## config.mk

```make
export PLATFORM = sky130hd
export DESIGN_NAME = perIntDivider
export DESIGN_NICKNAME = d
export VERILOG_FILES = /design/src/rtl/perDivPkg.sv /design/src/rtl/perDivDatapath.sv /design/src/rtl/perDivControl.sv /design/src/rtl/perIntDivider.sv
export SDC_FILE = /design/constraint.sdc
export NUM_CORES = 1
export LEC_CHECK = 0
export ABC_AREA = 1
export BUFFER_PORTS_ARGS = -buffer_cell sky130_fd_sc_hd__buf_2
export CAP_MARGIN = 15
export CORE_ASPECT_RATIO = 1.2
export CORE_MARGIN = 2
export CORE_UTILIZATION = 50
export DETAILED_ROUTE_END_ITERATION = 8
export PLACE_DENSITY = 0.7
export SLEW_MARGIN = 20
export SYNTH_ARGS = -nofsm -noshare
export SYNTH_HDL_FRONTEND = slang
export SYNTH_SLANG_ARGS = --single-unit
```

## constraint.sdc

```tcl
create_clock -name clk -period 4.2 [get_ports clk]
set_input_delay 0.42 -clock clk [delete_from_list [all_inputs] [get_ports clk]]
set_output_delay 0.42 -clock clk [all_outputs]
set_load 0.01 [all_outputs]
```

## src/rtl/perDivPkg.sv

```systemverilog
package perDivPkg;
  localparam int DIV_CNT_W = 15;

  typedef struct packed {
    logic                 run;
    logic [DIV_CNT_W-1:0] lowMask;
  } ctrlToDp_t;

  typedef struct packed {
    logic boundary;
  } dpToCtrl_t;
endpackage

```

## src/rtl/perDivDatapath.sv

```systemverilog
module perDivDatapath
  import perDivPkg::*;
(
  input  logic      clk,
  input  logic      rstN,
  input  logic      tickEn,
  input  ctrlToDp_t ctrlStr,
  output dpToCtrl_t dpStr
);
  localparam int CNT_W = DIV_CNT_W;

  logic [CNT_W-1:0] freeCnt;
  logic [CNT_W-1:0] cntNext;

  assign cntNext = freeCnt + CNT_W'(1);

  // The count runs whatever the rate code or enables do.
  always_ff @(posedge clk) begin
    if (!rstN) freeCnt <= '0;
    else if (tickEn) freeCnt <= cntNext;
  end

  assign dpStr.boundary = tickEn && ctrlStr.run &&
                          ((cntNext & ctrlStr.lowMask) == '0);
endmodule

```

## src/rtl/perDivControl.sv

```systemverilog
module perDivControl
  import perDivPkg::*;
#(
  parameter int CODE_W    = 4,
  parameter int FLAG_W    = 8,
  parameter int FLAG_SET  = 8'hC0,
  parameter int ALIAS_MAX = 2,
  parameter int ALIAS_ADD = 7
) (
  input  logic              clk,
  input  logic              rstN,
  input  logic [CODE_W-1:0] rateCode,
  input  logic              perIntEn,
  input  logic              sqwEn,
  input  dpToCtrl_t         dpStr,
  output ctrlToDp_t         ctrlStr,
  output logic              perEvent,
  output logic              sqwPulse,
  output logic [FLAG_W-1:0] flagSet
);
  localparam int CNT_W = DIV_CNT_W;
  localparam int EXP_W = CODE_W + 1;

  logic [EXP_W-1:0] effCode;
  logic [EXP_W-1:0] shiftAmt;
  logic             codeLive;

  assign codeLive = (rateCode != '0);

  // Low codes alias upward before the period is decoded.
  always_comb begin
    if (codeLive && (rateCode <= CODE_W'(ALIAS_MAX)))
      effCode = EXP_W'(rateCode) + EXP_W'(ALIAS_ADD);
    else
      effCode = EXP_W'(rateCode);
    shiftAmt = effCode - EXP_W'(1);
  end

  assign ctrlStr.run     = codeLive && (perIntEn || sqwEn);
  assign ctrlStr.lowMask = (CNT_W'(1) << shiftAmt) - CNT_W'(1);

  always_ff @(posedge clk) begin
    if (!rstN) begin
      perEvent <= 1'b0;
      sqwPulse <= 1'b0;
      flagSet  <= '0;
    end else begin
      perEvent <= dpStr.boundary && perIntEn;
      sqwPulse <= dpStr.boundary && sqwEn;
      flagSet  <= (dpStr.boundary && perIntEn) ? FLAG_W'(FLAG_SET) : '0;
    end
  end
endmodule

```

## src/rtl/perIntDivider.sv

```systemverilog
module perIntDivider
  import perDivPkg::*;
#(
  parameter int CODE_W   = 4,
  parameter int FLAG_W   = 8,
  parameter int FLAG_SET = 8'hC0
) (
  input  logic              clk,
  input  logic              rstN,
  input  logic              tickEn,
  input  logic [CODE_W-1:0] rateCode,
  input  logic              perIntEn,
  input  logic              sqwEn,
  output logic              perEvent,
  output logic              sqwPulse,
  output logic [FLAG_W-1:0] flagSet
);
  ctrlToDp_t ctrlStr;
  dpToCtrl_t dpStr;

  perDivDatapath dp_i (
    .clk(clk), .rstN(rstN), .tickEn(tickEn),
    .ctrlStr(ctrlStr), .dpStr(dpStr)
  );

  perDivControl #(
    .CODE_W(CODE_W), .FLAG_W(FLAG_W), .FLAG_SET(FLAG_SET)
  ) ctl_i (
    .clk(clk), .rstN(rstN), .rateCode(rateCode),
    .perIntEn(perIntEn), .sqwEn(sqwEn), .dpStr(dpStr),
    .ctrlStr(ctrlStr), .perEvent(perEvent), .sqwPulse(sqwPulse),
    .flagSet(flagSet)
  );
endmodule

```

# Yosys cells after proc, flatten, opt, wreduce, memory -nomap -nowiden
# Index checks and enable logic that the tools add are counted.
[totals]
ff_bits = 25
in_bits = 9
wordCells = 22
[op_classes]
n_addsub = 4
n_lt_le_gt_ge = 1
n_shift = 1
mux = 2
n_bitwise = 1
reduce_logical = 9
[op_table]
columns = ["cell", "n"]
rows = [
  ["15-bit by 1-bit adder with 15-bit output, second input constant", 1],
  ["15-bit bitwise AND", 1],
  ["15-bit logical NOT", 1],
  ["1-bit by 5-bit << shifter with 15-bit output, first input constant", 1],
  ["15-bit by 2-bit subtractor with 15-bit output, second input constant", 1],
  ["8-bit 2-to-1 mux", 1],
  ["1-bit logical AND", 6],
  ["4-bit by 3-bit adder with 5-bit output, second input constant", 1],
  ["5-bit 2-to-1 mux", 1],
  ["5-bit by 1-bit subtractor with 5-bit output, second input constant", 1],
  ["4-bit by 2-bit less-or-equal comparator with 1-bit output, second input constant", 1],
  ["4-bit nonzero test", 1],
  ["1-bit logical OR", 1],
]

# Longest topological paths before layout
[depth]
depth_word = 11
mapped_depth = 21

# Cells and area by module
# A second synthesis with hierarchy kept.
[unflattened]
cells_unflattened = 308
hier_area_um2 = 1794.2
[modules_own_cells]
columns = ["mod", "n_inst", "cells_each", "area_per_inst_um2"]
rows = [
  ["perDivDatapath", 1, 174, 1044.8],
  ["perDivControl", 1, 134, 749.5],
]

# Worst setup path after synthesis
# Ideal clock, no wire load.
[synth_path]
path_kind = "input -> register"
startpoint = "input rateCode[0]"
endpoint = "register ctl_i.flagSet[6]"
arrival_ps = 2329
path_slack_ps = 1806
path_stages = 19
path_buffers = 0
cell_sequence = "inv_1 > ha_1 > inv_1 > nand4_2 > nand2_4 > nand2_2 > nor2_1 > inv_1 > ha_1 > inv_1 > nand2_1 > o2111ai_1 > nor2_1 > nand3_1 > nor2_1 > nand3_1 > nor2_1 > nand4_1 > nor2_1"
[synth_via]
elab_chain_cells = 11
elab_cells_between_ends = 15
cone_classes = "3 x add/sub; 1 x order compare; 1 x shift; 2 x mux; 1 x bitwise; 7 x reduce/logical"
[synth_rtl]
columns = ["item", "line", "text"]
rows = [
  ["from (decl)", "perIntDivider.sv:11", "input logic [CODE_W-1:0] rateCode,"],
  ["4-bit by 2-bit less-or-equal comparator with 1-bit output or 4-bit nonzero test (tied branches)", "perDivControl.sv:32, perDivControl.sv:28", ""],
  ["1-bit logical AND", "perDivControl.sv:32", "if (codeLive && (rateCode <= CODE_W'(ALIAS_MAX)))"],
  ["5-bit 2-to-1 mux", "perDivControl.sv:32", ""],
  ["5-bit by 1-bit subtractor with 5-bit output", "perDivControl.sv:36", "shiftAmt = effCode - EXP_W'(1);"],
  ["1-bit by 5-bit << shifter with 15-bit output", "perDivControl.sv:40", "assign ctrlStr.lowMask = (CNT_W'(1) << shiftAmt) - CNT_W'(1);"],
  ["15-bit by 2-bit subtractor with 15-bit output", "perDivControl.sv:40", ""],
  ["15-bit bitwise AND", "perDivDatapath.sv:24", "((cntNext & ctrlStr.lowMask) == '0);"],
  ["15-bit logical NOT", "perDivDatapath.sv:24", ""],
  ["1-bit logical AND *", "perDivDatapath.sv:23", "assign dpStr.boundary = tickEn && ctrlStr.run &&"],
  ["1-bit logical AND *", "perDivControl.sv:50", "flagSet <= (dpStr.boundary && perIntEn) ? FLAG_W'(FLAG_SET) : '0;"],
  ["8-bit 2-to-1 mux *", "perDivControl.sv:50", ""],
  ["to (signal assigned)", "perDivControl.sv:50", ""],
  ["to (decl)", "perDivControl.sv:19", "output logic [FLAG_W-1:0] flagSet"],
]
# Every way passes the cells marked *; elsewhere a longest branch is shown, timed or not.
# A chain may end at the register's enable or synchronous reset.

# Final worst setup path
[layout_path]
startpoint = "input rateCode[1]"
endpoint = "register ctl_i.flagSet[6]"
# The elaborated chain is that of the path after synthesis.

==> summary.md <==
| Metric | Value |
|---|---|
| Worst-path clk slew | `0.11 ns` |
| First-pass GRT wire length | `approximately 5.6 mm` |
| Initial antenna violation count | `0` |
| Internal Dissipation | `0.0002464 W` |
| Mapped cell area | `1555 sq um` |
| PD cells | `around 240 nW/um^2` |
| CP max stage cell | `ha_1` |
| Nature of the critical path startpoint | `primary input` |
| Max frequency | `~0.41 GHz` |
| Hold_sp | `sqwEn` |
| Number of antenna diodes | `0` |
| Final GP Congestion | `just under 0.9` |
| Clk_skew | `0.004048 ns` |
| Wirelength per Cell | `around 11 um` |
| Sw Share | `0.3664` |
| Total power | `0.0003889 W` |
| Largest net degree at the start of global routing | `26` |
| CP peak stage delay | `around 0.27 ns` |
| R2R setup slack | `2.09 ns` |
| Reg2Reg Depth | `12` |
| Commonest cells in the netlist | `inv_1 (44), nand2_1 (42), nor2_1 (29), nand3_1 (25), dfxtp_1 (17)` |
| Area share of the largest cell type after synthesis | `0.2188` |
| Clock Path Buffers | `2` |
| Sw power | `0.0001425 W` |
| Clk_lat worst skew | `about 0.3 ns` |
| Commonest register cell after synthesis | `dfxtp_1` |
| Count leader, synth | `inv_1` |
| Worst endpoint required time | `4.44 ns` |
| CP max FO | `10` |
| # DRC | `0` |
| Total GRT Usage | `0.2096` |
| Peak supply drop | `between 0.2 and 0.25 mV` |
| Tmin final | `about 2.4 ns` |
| Hold depth | `3` |
| Die area | `~3600 sq um` |
| Synth cell types | `26` |
| Critical-path cell list | `buf_2 > inv_1 > ha_1 > inv_1 > nand4_2 > nand2_4 > nand2_2 > nor2_1 > inv_1 > ha_1 > inv_1 > nand2_1 > o2111ai_1 > nor2_1 > nand3_1 > nor2_1 > nand3_1 > nor2_1 > nand4_1 > nor2_1` |
| GRT overflow | `0` |
| Final ANT Viol Nets | `0` |
| Largest delay share family, worst path | `simple AND/OR/NAND/NOR gates` |
| CTS resizes | `0` |
| Vias per inst | `between 5 and 6` |
| Finished Core Util | `0.5401` |
| Post-synth ARST share | `0` |
| Worst rel slew slack | `0.5686` |
| Seq cells post-synth | `17` |
| Slew at the pin closest to its max-slew limit | `0.6464 ns` |
| CP Data Arrival Time | `between 2 and 3 ns` |
| Starting density of the core | `0.5136` |
| R2R Path End | `ctl_i.flagSet[6]$_SDFF_PN0_` |
| Clock share of power | `0.237` |
| Max Cap Viol | `0` |
| Clock sinks | `17` |
| Share of cells above drive strength 1 | `0.1527` |
| RSZ-0062 raised after global routing | `false` |
| Post-route clock period utilization | `0.5823` |
| Top cells by area, synth | `dfxtp_1 (22%), inv_1 (11%), nand2_1 (10%), nand3_1 (8.0%), xor2_1 (7.3%)` |
| Final Hold Viols | `0` |
| Most used cell, CP | `nor2_1` |
| Sequential Power Share | `0.460` |
| Worst Hold Class | `primary input to flop` |
| Pre-antenna DRT Iters | `5` |
| CTS buffer count | `3` |
| Htree depth | `1` |
| WL final | `3.303 mm` |
| Hold_buf cts | `0` |
| TritonCTS clock tree | `built` |
| Hold endpoint | `ctl_i.sqwPulse$_SDFF_PN0_` |
| Via count | `1513` |
| Core Footprint | `around 3000 sq um` |
| Clock root buffer | `clkbuf_4` |
| Ports | `19` |
| Setup Buffers After CTS | `0` |
| Status | `complete, no violations` |
| Die Y | `around 65 um` |
| Critical R2R Launch | `dp_i.freeCnt[0]$_SDFFE_PN0P_` |
| Leakage | `roughly 0.86 nW` |
| Fin. max-slew vios | `0` |
| Chip width | `54.91 um` |
| Synth Instances | `around 250` |
| YS warnings | `0` |
| Worst Setup End Kind | `flop` |
| Setup TNS | `0 ns` |
| DR iter-0 viols | `32` |
| Area growth, synth to finish | `5.149%` |
| Synth area leader | `dfxtp_1` |
| Fillers | `between 300 and 400` |
| Seq/Total Area, Yosys | `0.2188` |
| Worst setup path category | `primary input to flop` |
| FP Rows | `22` |
| Setup violators final | `0` |
| Mapped Avg Cell Area | `between 6 and 7 sq um` |
| Nets@finish | `about 280` |
| Vias in the first global route | `roughly 1.4k` |
| Detailed-placement wirelength estimate | `between 2 and 3 mm` |
| WP buf/inv | `5` |
| Combinational power share | `0.303` |
| PortBufs | `12` |
| Post-synth EDFFs | `0` |
## worst max-delay path by stage
stage,slack [ns],cells after the start,startpoint,to
2_1_floorplan,1.81,19,rateCode[0],ctl_i.flagSet[6]$_SDFF_PN0_
3_3_place_gp,1.49,20,rateCode[1],ctl_i.flagSet[6]$_SDFF_PN0_
3_5_place_dp,1.46,20,rateCode[1],ctl_i.flagSet[6]$_SDFF_PN0_
4_1_cts,1.77,20,rateCode[1],ctl_i.flagSet[6]$_SDFF_PN0_
5_1_grt,1.46,20,rateCode[1],ctl_i.flagSet[6]$_SDFF_PN0_
6_report,1.75,20,rateCode[1],ctl_i.flagSet[6]$_SDFF_PN0_
## registers in the layout (all words and copies together), names as in the netlist
register,flops
ctl_i.flagSet,1
ctl_i.sqwPulse,1
dp_i.freeCnt,15
## cell type report
class | count | area, sq um | share of cell area
Clock inverter | 1 | 5.005 | 0.003060
Tap cell | 36 | 45.04 | 0.02754
Sequential cell | 17 | 340.3 | 0.2081
Inverter | 46 | 172.7 | 0.1056
Timing Repair Buffer | 12 | 60.06 | 0.03673
Multi-Input combinational cell | 183 | 989.7 | 0.6052
Clock buffer | 3 | 22.52 | 0.01377
## cell families (layout without fill, tap and decap cells)
logic type / Yosys count / in the layout / synth area share
AND/OR/NAND/NOR: 127 / 127 / 0.3998
AO/OA/AOI/OAI: 32 / 32 / 0.1110
adder cells (fa/ha/maj): 4 / 4 / 0.03218
other: 1 / 6 / 0.002411
buffers and inverters: 57 / 62 / 0.1569
XOR/XNOR: 14 / 14 / 0.07884
flip-flops: 17 / 17 / 0.2188
## metal layers
metal	vias to the layer above	GRT usage	wire, um
li1	805	-	-
met1	672	0.2394	1502
met2	30	0.3854	1656
met3	6	0.04318	104
met4	0	0.04268	39
met5	-	0	0
## power groups by stage
stage | sequential [W] | combinational (W) | clock, W
floorplan | 0.000181 | 0.0000965 | 0
global placement | 0.000183 | 0.000117 | 0
detailed placement | 0.000183 | 0.000117 | 0
CTS | 0.000179 | 0.000118 | 0.0000956
global route | 0.000180 | 0.000135 | 0.000101
finish | 0.000179 | 0.000118 | 0.0000921
## worst reg2reg max path, stage by stage (launching register included)
cell and delay, ns:
dfxtp_1 0.42, ha_1 0.21, nand2_1 0.09, nor3_2 0.21, nand2_1 0.10, nor2_1 0.22
nand2_1 0.11, xor2_1 0.22, o21ai_0 0.12, a21oi_1 0.12, nor2_1 0.06, nand4_1 0.08
nor2_1 0.05
## layout by cell type, fill, tap and decap left out, drive strengths merged
| master | synthesis | final |
|---|---|---|
| nor2 | 35 | 35 |
| o21ai | 16 | 16 |
| xor2 | 13 | 13 |
| nor3 | 3 | 3 |
| a211oi | 1 | 1 |
| nand4 | 9 | 9 |
| buf | 8 | 12 |
| o21bai | 1 | 1 |
| dfxtp | 17 | 17 |
| conb | 1 | 6 |
| clkinv | 0 | 1 |
| a21oi | 13 | 13 |
| o2111ai | 1 | 1 |
| inv | 46 | 46 |
| nand3 | 26 | 26 |
| xnor2 | 1 | 1 |
| ha | 4 | 4 |
| nand2 | 54 | 54 |
| clkbuf | 3 | 3 |
## per-stage QoR
step | cell area (sq um) | hold slack [ns] | instances | worst slack [ns]
2_1_floorplan | 1574 | 0.4447 | 257 | 1.806
3_3_place_gp | 1608 | 0.4619 | 294 | 1.486
3_5_place_dp | 1608 | 0.4679 | 294 | 1.462
4_1_cts | 1635 | 0.3589 | 298 | 1.766
5_1_grt | 1635 | 0.3560 | 298 | 1.455
6_report | 1635 | 0.3665 | 298 | 1.754
(Power assumes the default switching activity.)
